**config.mk**
```make
export PLATFORM = sky130hd
export DESIGN_NAME = phase_seq_synth
export DESIGN_NICKNAME = d
export VERILOG_FILES = /design/src/rtl/phsq_pkg.sv /design/src/rtl/phsq_stepper.sv /design/src/rtl/phsq_combiner.sv /design/src/rtl/phsq_ctrl.sv /design/src/rtl/phase_seq_synth.sv
export SDC_FILE = /design/constraint.sdc
export NUM_CORES = 1
export LEC_CHECK = 0
export BUFFER_PORTS_ARGS = -buffer_cell sky130_fd_sc_hd__buf_2
export CAP_MARGIN = 25
export CORE_MARGIN = 5
export CORE_UTILIZATION = 45
export CTS_BUF_LIST = sky130_fd_sc_hd__clkbuf_8
export DETAILED_ROUTE_END_ITERATION = 6
export SETUP_SLACK_MARGIN = 0.3
export SLEW_MARGIN = 20
export SYNTH_ARGS = -nofsm -noshare
export SYNTH_HDL_FRONTEND = slang
export SYNTH_SLANG_ARGS = --single-unit
```
**constraint.sdc**
```tcl
create_clock -name clk -period 25.8 [get_ports clk]
set_input_delay 5.16 -clock clk [delete_from_list [all_inputs] [get_ports clk]]
set_output_delay 5.16 -clock clk [all_outputs]
set_load 0.01 [all_outputs]
```
**src/rtl/phsq_pkg.sv**
```systemverilog
package phsq_pkg;
    localparam int NPH = 4;

    typedef enum logic [0:0] {
        ST_STEADY = 1'b0,
        ST_ARMED  = 1'b1
    } seq_state_e;
endpackage

```
**src/rtl/phsq_stepper.sv**
```systemverilog
module phsq_stepper
    import phsq_pkg::*;
#(
    parameter int NW = 8,
    parameter int AW = 11
) (
    input  logic [AW-1:0]  acc_in,
    input  logic [NW-1:0]  num,
    input  logic [AW-1:0]  span,
    output logic [NPH-1:0] en,
    output logic [AW-1:0]  acc_out
);
    logic [AW-1:0] chain [0:NPH];

    assign chain[0] = acc_in;

    for (genvar k = 0; k < NPH; k++) begin : g_slot
        logic [AW-1:0] sum;
        assign sum          = chain[k] + AW'(num);
        assign en[k]        = (sum >= span);
        assign chain[k+1]   = en[k] ? (sum - span) : sum;
    end

    assign acc_out = chain[NPH];
endmodule

```
**src/rtl/phsq_combiner.sv**
```systemverilog
module phsq_combiner
    import phsq_pkg::*;
#(
    parameter int CW = $clog2(NPH + 1)
) (
    input  logic [NPH-1:0] en,
    output logic [CW-1:0]  edges
);
    always_comb begin
        edges = '0;
        for (int k = 0; k < NPH; k++) begin
            edges = edges + CW'(en[k]);
        end
    end
endmodule

```
**src/rtl/phsq_ctrl.sv**
```systemverilog
module phsq_ctrl
    import phsq_pkg::*;
#(
    parameter int NW      = 8,
    parameter int DW      = 8,
    parameter int AW      = DW + 3,
    parameter int RST_NUM = 2,
    parameter int RST_DEN = 1
) (
    input  logic          clk,
    input  logic          rst_n,
    input  logic          wr_en,
    input  logic [NW-1:0] wr_num,
    input  logic [DW-1:0] wr_den,
    input  logic [AW-1:0] acc_nxt,
    output logic [AW-1:0] acc_q,
    output logic [NW-1:0] num_act,
    output logic [AW-1:0] span,
    output logic          seq_first,
    output logic          cfg_err
);
    seq_state_e    st_q, st_nx;
    logic [DW-1:0] den_act;
    logic [NW-1:0] num_pend;
    logic [DW-1:0] den_pend;
    logic [DW-1:0] pcnt;
    logic          last;
    logic          wr_ok;

    assign wr_ok = wr_en && (wr_den != '0) &&
                   (AW'(wr_num) <= AW'({wr_den, 2'b00}));
    assign last  = (pcnt == den_act - DW'(1));

    always_ff @(posedge clk) begin
        if (!rst_n) st_q <= ST_STEADY;
        else        st_q <= st_nx;
    end

    always_comb begin
        st_nx = st_q;
        unique case (st_q)
            ST_STEADY: if (wr_ok && !last) st_nx = ST_ARMED;
            ST_ARMED:  if (last)           st_nx = ST_STEADY;
            default:                       st_nx = ST_STEADY;
        endcase
    end

    always_ff @(posedge clk) begin
        if (!rst_n) begin
            num_act  <= NW'(RST_NUM);
            den_act  <= DW'(RST_DEN);
            num_pend <= NW'(RST_NUM);
            den_pend <= DW'(RST_DEN);
            pcnt     <= '0;
            acc_q    <= '0;
            cfg_err  <= 1'b0;
        end else begin
            if (wr_en) cfg_err <= !wr_ok;
            if (wr_ok) begin
                num_pend <= wr_num;
                den_pend <= wr_den;
            end
            if (last) begin
                pcnt  <= '0;
                acc_q <= '0;
                if (wr_ok) begin
                    num_act <= wr_num;
                    den_act <= wr_den;
                end else if (st_q == ST_ARMED) begin
                    num_act <= num_pend;
                    den_act <= den_pend;
                end
            end else begin
                pcnt  <= pcnt + DW'(1);
                acc_q <= acc_nxt;
            end
        end
    end

    always_comb begin
        seq_first = (pcnt == '0);
        span      = AW'({den_act, 2'b00});
    end

    // the accumulator returns to zero at the end of each sequence
    p_seq_closes_r3: assert property (@(posedge clk) disable iff (!rst_n)
        last |-> (acc_nxt == '0));
    // a sequence start always follows the last period
    p_first_after_last_r4: assert property (@(posedge clk) disable iff (!rst_n)
        last |=> seq_first);
    // the ratio only changes at a boundary
    p_hold_ratio_r5: assert property (@(posedge clk) disable iff (!rst_n)
        !last |=> ($stable(num_act) && $stable(den_act)));
    // an illegal write raises the flag and never reaches the active ratio
    p_flag_bad_r6: assert property (@(posedge clk) disable iff (!rst_n)
        (wr_en && !wr_ok) |=> cfg_err);
    p_den_nonzero_r6: assert property (@(posedge clk) disable iff (!rst_n)
        den_act != '0);
    // a legal write clears the flag
    p_clear_good_r7: assert property (@(posedge clk) disable iff (!rst_n)
        wr_ok |=> !cfg_err);
endmodule

```
**src/rtl/phase_seq_synth.sv**
```systemverilog
module phase_seq_synth
    import phsq_pkg::*;
#(
    parameter int NW      = 8,
    parameter int DW      = 8,
    parameter int RST_NUM = 2,
    parameter int RST_DEN = 1
) (
    input  logic          clk,
    input  logic          rst_n,
    input  logic          cfg_we,
    input  logic [NW-1:0] cfg_num,
    input  logic [DW-1:0] cfg_den,
    output logic [3:0]    phase_en,
    output logic          seq_first,
    output logic          cfg_err,
    output logic [2:0]    edge_cnt
);
    localparam int AW = DW + 3;

    logic [AW-1:0] acc_q, acc_nxt, span;
    logic [NW-1:0] num_act;

    phsq_ctrl #(.NW(NW), .DW(DW), .AW(AW), .RST_NUM(RST_NUM), .RST_DEN(RST_DEN)) u_ctrl (
        .clk(clk), .rst_n(rst_n), .wr_en(cfg_we), .wr_num(cfg_num), .wr_den(cfg_den),
        .acc_nxt(acc_nxt), .acc_q(acc_q), .num_act(num_act), .span(span),
        .seq_first(seq_first), .cfg_err(cfg_err)
    );

    phsq_stepper #(.NW(NW), .AW(AW)) u_step (
        .acc_in(acc_q), .num(num_act), .span(span), .en(phase_en), .acc_out(acc_nxt)
    );

    phsq_combiner #(.CW(3)) u_comb (
        .en(phase_en), .edges(edge_cnt)
    );

    // the accumulator stays below one full sequence span
    p_acc_bounded_r2: assert property (@(posedge clk) disable iff (!rst_n)
        acc_q < span);
endmodule

```
After elaboration in Yosys (flattened, before gate mapping)

Cells that the tools add are included.

Add/subtract/negate cells: 13
Multiplexer cells: 11
$lt $le $gt $ge: 5
Bitwise logic cells: 2
Eq/ne operators: 1
Reduce and logical (&&, ||, !) cells: 10

Operators with widths:

| kind                  | count |
|---|---|
| $add A11 B8 Y11       | 4 |
| $ge A11 B10 Y1        | 4 |
| $mux W11              | 4 |
| $sub A11 B10 Y11      | 4 |
| $mux W8               | 4 |
| $le A8 B10 Y1         | 1 |
| $add A8 B1 Y8 const B | 1 |
| $eq A8 B8 Y1          | 1 |
| $logic_not A8 Y1      | 1 |
| $reduce_bool A8 Y1    | 1 |
| $sub A8 B1 Y8 const B | 1 |
| $add A3 B1 Y3         | 2 |
| $logic_and A1 B1 Y1   | 3 |
| $add A1 B1 Y2         | 1 |
| $logic_not A1 Y1      | 2 |
| $mux W1               | 2 |
| $not A1 Y1            | 2 |
| $pmux W1 S2           | 1 |
| $reduce_and A2 Y1     | 1 |
| $reduce_bool A2 Y1    | 1 |
| $reduce_or A2 Y1      | 1 |

Bits of input ports: 19
Output and inout bits: 9
Bits in registers: 53

Longest topological paths before layout

Word-level depth: 12
Mapped depth: 67
Mapped depth without buffers: 67

Cells and area by module

Synthesis repeated with hierarchy kept, for this count alone.

Cells, all modules: 807
Area, all modules: 6368.6 sq um

Modules (own cells, without submodules):

| module        | cells an instance | area each (sq um) | instances | seq. area each (sq um) |
|---|---|---|---|---|
| phsq_stepper  | 524               | 3814.9            | 1         | 0.0 |
| phsq_ctrl     | 275               | 2489.9            | 1         | 1061.0 |
| phsq_combiner | 8                 | 63.8              | 1         | 0.0 |

Worst setup path before layout

OpenSTA, ideal clock, no wires.

Path type: reg-to-output
Start point: reg u_ctrl.num_act[1]
End point: out edge_cnt[1]
Cell stages (with the launch flop): 64
Arrival: 13.511 ns
Path buffers: 0
Path slack: 7.129 ns
Cell sequence: dfxtp_1 -> inv_1 -> fa_1 -> nand2b_1 -> a21o_1 -> and3_1 -> a221oi_2 -> ha_1 -> nand4_1 -> nor2_1 -> a21oi_1 -> nor3b_4 -> nand2_1 -> mux2i_1 -> ha_1 -> a21oi_1 -> a21boi_0 -> o21ai_0 -> [28 not listed] -> mux2i_1 -> ha_1 -> a21oi_1 -> nand2_1 -> xor2_1 -> ha_1 -> a21oi_1 -> o21bai_1 -> a21o_1 -> a21o_1 -> a21o_1 -> a21o_1 -> a211oi_1 -> or4b_4 -> nand2_2 -> inv_2 -> fa_1 -> ha_1

Longest elaborated chain between the ends: 12
Elaborated cells on any way between the ends: 17
Classes of those cells: add/sub (10); order compare (4); mux (3)

Ends and longest elaborated chain:

| item                   | RTL line              | RTL |
|---|---|---|
| from (decl)            | phsq_ctrl.sv:17       | `output logic [NW-1:0] num_act,` |
| from (signal assigned) | phsq_ctrl.sv:50       | `num_act <= NW'(RST_NUM);` |
| from (signal assigned) | phsq_ctrl.sv:67       | `num_act <= wr_num;` |
| from (signal assigned) | phsq_ctrl.sv:70       | `num_act <= num_pend;` |
| $add A11 B8 Y11        | phsq_stepper.sv:19    | `assign sum = chain[k] + AW'(num);` |
| $ge A11 B10 Y1         | phsq_stepper.sv:20    | `assign en[k] = (sum >= span);` |
| net phase_en[0]        | phase_seq_synth.sv:14 | `output logic [3:0] phase_en,` |
| $mux W11               | phsq_stepper.sv:21    | `assign chain[k+1] = en[k] ? (sum - span) : sum;` |
| $add A11 B8 Y11        | phsq_stepper.sv:19    |  |
| $ge A11 B10 Y1         | phsq_stepper.sv:20    |  |
| net phase_en[1]        | phase_seq_synth.sv:14 |  |
| $mux W11               | phsq_stepper.sv:21    |  |
| $add A11 B8 Y11        | phsq_stepper.sv:19    |  |
| $ge A11 B10 Y1         | phsq_stepper.sv:20    |  |
| net phase_en[2]        | phase_seq_synth.sv:14 |  |
| $mux W11               | phsq_stepper.sv:21    |  |
| $add A11 B8 Y11        | phsq_stepper.sv:19    |  |
| $ge A11 B10 Y1         | phsq_stepper.sv:20    |  |
| net phase_en[3]        | phase_seq_synth.sv:14 |  |
| $add A3 B1 Y3          | phsq_combiner.sv:12   | `edges = edges + CW'(en[k]);` |
| to (decl)              | phase_seq_synth.sv:17 | `output logic [2:0] edge_cnt` |

The timed path passes the listed nets, and every way through them passes these cells.

Worst setup path in the final report

Start point: reg u_ctrl.num_act[1]
End point: out edge_cnt[1]

Longest elaborated chain between the ends: 12
Elaborated cells on any way between the ends: 17
Classes of those cells: add/sub (10); order compare (4); mux (3)

Ends and longest elaborated chain:

| item                                                      | RTL line |
|---|---|
| $add A11 B8 Y11                                           | phsq_stepper.sv:19 |
| $sub A11 B10 Y11 / $ge A11 B10 Y1 (equally long branches) | phsq_stepper.sv:21, phsq_stepper.sv:20 |
| $mux W11                                                  | phsq_stepper.sv:21 |
| $add A11 B8 Y11                                           | phsq_stepper.sv:19 |
| $sub A11 B10 Y11 / $ge A11 B10 Y1 (equally long branches) | phsq_stepper.sv:21, phsq_stepper.sv:20 |
| $mux W11                                                  | phsq_stepper.sv:21 |
| $add A11 B8 Y11                                           | phsq_stepper.sv:19 |
| $sub A11 B10 Y11 / $ge A11 B10 Y1 (equally long branches) | phsq_stepper.sv:21, phsq_stepper.sv:20 |
| $mux W11                                                  | phsq_stepper.sv:21 |
| $add A11 B8 Y11                                           | phsq_stepper.sv:19 |
| $ge A11 B10 Y1                                            | phsq_stepper.sv:20 |
| $add A3 B1 Y3 *                                           | phsq_combiner.sv:12 |

Every way passes the cells marked *; elsewhere a longest branch is shown, timed or not.

==> results.yml <==
outcome:
  status: "finished, final reports clean"
drt:
  num_vias: 5244
  wl_per_cell_microns: 16.83
  via_per_inst: 5.706
  dr.pass1.iters: 5
  routed_wl_mm: 15.47
  drc: 0
  ant_nets: 0
  drt_iter0_drc: 242
floorplanning:
  initial_core_util_pct: 45.89
  die-area_sq_um: 15240
  pin_count: 28
  core-area_sq_um: 12620
  rows: 41
  die_w_microns: 123.4
  die_h_microns: 123.4
synthesis:
  synth.top_cells.by_count: "ha_1, nor2_1, a21oi_1"
  syn_area_per_cell_sq_um: 8.020
  syn_area_sq_um: 5791
  synth_top_area_share_pct: 18.32
  synth_top_flop_cell: "dfxtp_1"
  synth.net_count: 826
  synth_cell_types: 69
  synth_area_leaders: "dfxtp_1, ha_1, a21oi_1"
  synth_top_cell_by_area: "dfxtp_1"
  ys_seq_area_share_pct: 18.32
  yosysWarningCount: 0
  synth_edf_count: 0
  yosysMostFrequentCell: "ha_1"
  synth_cells: 722
  synth-seq-cells: 53
  ys_async_sr_fraction_pct: 0
hold_path:
  min_path_type: "flop to flop"
global_routing:
  grt_pass1_wl_mm: 25.08
  overflow: 0
  antenna_found_initial: 0
  grt_usage_pct: 20.80
  grt_pass1_vias: 5094
  grt_start_max_net_pins: 24
place:
  place_area_sq_um: 6123
  portBuffers: 27
  hpwlAfterDp_mm: 12.41
  pre_cts_ws_ns: 5.061
  gp_congestion: 0.8710
clocking:
  clock_sinks: 53
  cts_buffer_depth: 2
  postCtsHoldBufs: 0
  cts_tree: "done"
  clk_pin_slew_ns: 0.10
  cts_max_level: 2
  cts_root_buf: "clkbuf_8"
  postCtsResizedCells: 0
  clkLatencyLatePin_ns: 0.31
  postCtsSetupRepairBufs: 0
  cts_buffers: 5
final_layout:
  nNetsFinal: 850
  num_antenna_cells: 0
  drive_above_1_share_pct: 10.71
  synthToLayoutAreaGrowth_pct: 7.844
  fillers: 1273
  fin_area_sq_um: 6245
setup_path:
  critPathSlowestCell: "a211oi_1"
  cp_max_fo: 11
  arrival_ns: 15.80
  rrSetupSlack_ns: 10.89
  cp_common_cell: "ha_1"
  cp.required_ns: 20.64
  critPathKind: "flop to output port"
  endpoint_kind: "output port"
  cp-start-kind: "flop"
  cp_slowest_stage_delay_ns: 0.60
sta:
  setup_viol: 0
  finalHoldViolCount: 0
  fin_skew_ns: 0.006905
  maxSlewViolCount: 0
  finalSetupTns_ns: 0
  setup_slack_ns: 4.841
  min_period_ns: 20.96
  rsz0062_at_grt: "no"
  fmax_ghz: 0.04771
  timing.final.crit_share_pct: 81.24
  worst_slew_pin_slew_ns: 0.7755
  relSlewSlack_pct: 48.30
run:
  maxCapViolCount: 0
[cell families after synthesis]
logic type,share of synthesized area (%)
AND/OR/NAND/NOR,21.76
XOR/XNOR,9.961
buffers and inverters,3.781
flip-flops,18.32
adder cells (fa/ha/maj),19.53
multiplexers,4.322
AO/OA/AOI/OAI,22.32
[path summary, 6_finish.rpt]
path                                    startpoint                 end  cells after the start
worst max-delay path             u_ctrl.num_act[1]         edge_cnt[1]                     65
worst min-delay path            u_ctrl.den_pend[5]  u_ctrl.den_pend[5]                      2
worst max register to register   u_ctrl.num_act[1]     u_ctrl.acc_q[6]                     62
worst min register to register  u_ctrl.den_pend[5]  u_ctrl.den_pend[5]                      2
[registers in the layout (all words and copies together) (netlist names)]
name             cells
u_ctrl.den_act       8
u_ctrl.cfg_err       1
u_ctrl.pcnt          8
u_ctrl.num_act       8
u_ctrl.den_pend      8
u_ctrl.st_q          1
u_ctrl.acc_q        11
u_ctrl.num_pend      8
[through the flow]
| stage | util, % | cells | hold WS, ns |
|---|---|---|---|
| after floorplan | - | 722 | 0.4352 |
| after global placement | 48.40 | 908 | 0.4561 |
| after detailed placement | 48.52 | 909 | 0.4649 |
| after CTS | 49.34 | 917 | 0.4896 |
| after global routing | 49.48 | 919 | 0.5043 |
| final | 49.48 | 919 | 0.4848 |
[worst max-delay path, delay by kind of cell (launching register included)]
family	cells	cell delay, ns
XOR/XNOR	3	0.61
adder cells (fa/ha/maj)	10	3.51
multiplexers	3	0.77
AND/OR/NAND/NOR	24	4.60
flip-flops	1	0.50
AO/OA/AOI/OAI	21	4.87
buffers and inverters	4	0.61
[cells in the final DEF, fill, tap and decap left out, types with 7 or more instances in the layout]
master / count
a21boi_0: 9
a21o_1: 23
a21oi_1: 61
and2_1: 7
and3_1: 9
buf_2: 27
dfxtp_1: 53
fa_1: 9
ha_1: 76
inv_1: 44
mux2_2: 8
mux2i_1: 16
nand2_1: 47
nand2b_1: 16
nand3_1: 19
nand4_1: 9
nor2_1: 65
nor2b_1: 17
nor3_1: 14
nor4_1: 8
o21a_1: 11
o21ai_0: 23
o21bai_1: 8
or2_2: 17
xnor2_1: 32
xor2_1: 32
[layout make-up]
| type | count | area [sq um] | area share (%) |
|---|---|---|---|
| Tap cell | 172 | 215.2 | 3.446 |
| Multi-Input combinational cell | 611 | 4528 | 72.51 |
| Clock inverter | 3 | 33.78 | 0.5410 |
| Clock buffer | 5 | 68.82 | 1.102 |
| Timing Repair Buffer | 30 | 168.9 | 2.705 |
| Sequential cell | 53 | 1061 | 16.99 |
| Inverter | 45 | 168.9 | 2.705 |
[layer usage]
metal | GRT usage, % | vias to the layer above | part of all wire, %
met4 | 6.713 | 0 | 3.1
met3 | 2.653 | 28 | 4.2
li1 | - | 2641 | -
met1 | 26.26 | 2456 | 44
met5 | 0 | - | 0
met2 | 36.63 | 119 | 49
Power is left out: the tool's default activity adds up to more than one toggle a clock period on the data nets, which glitch-free logic cannot reach.
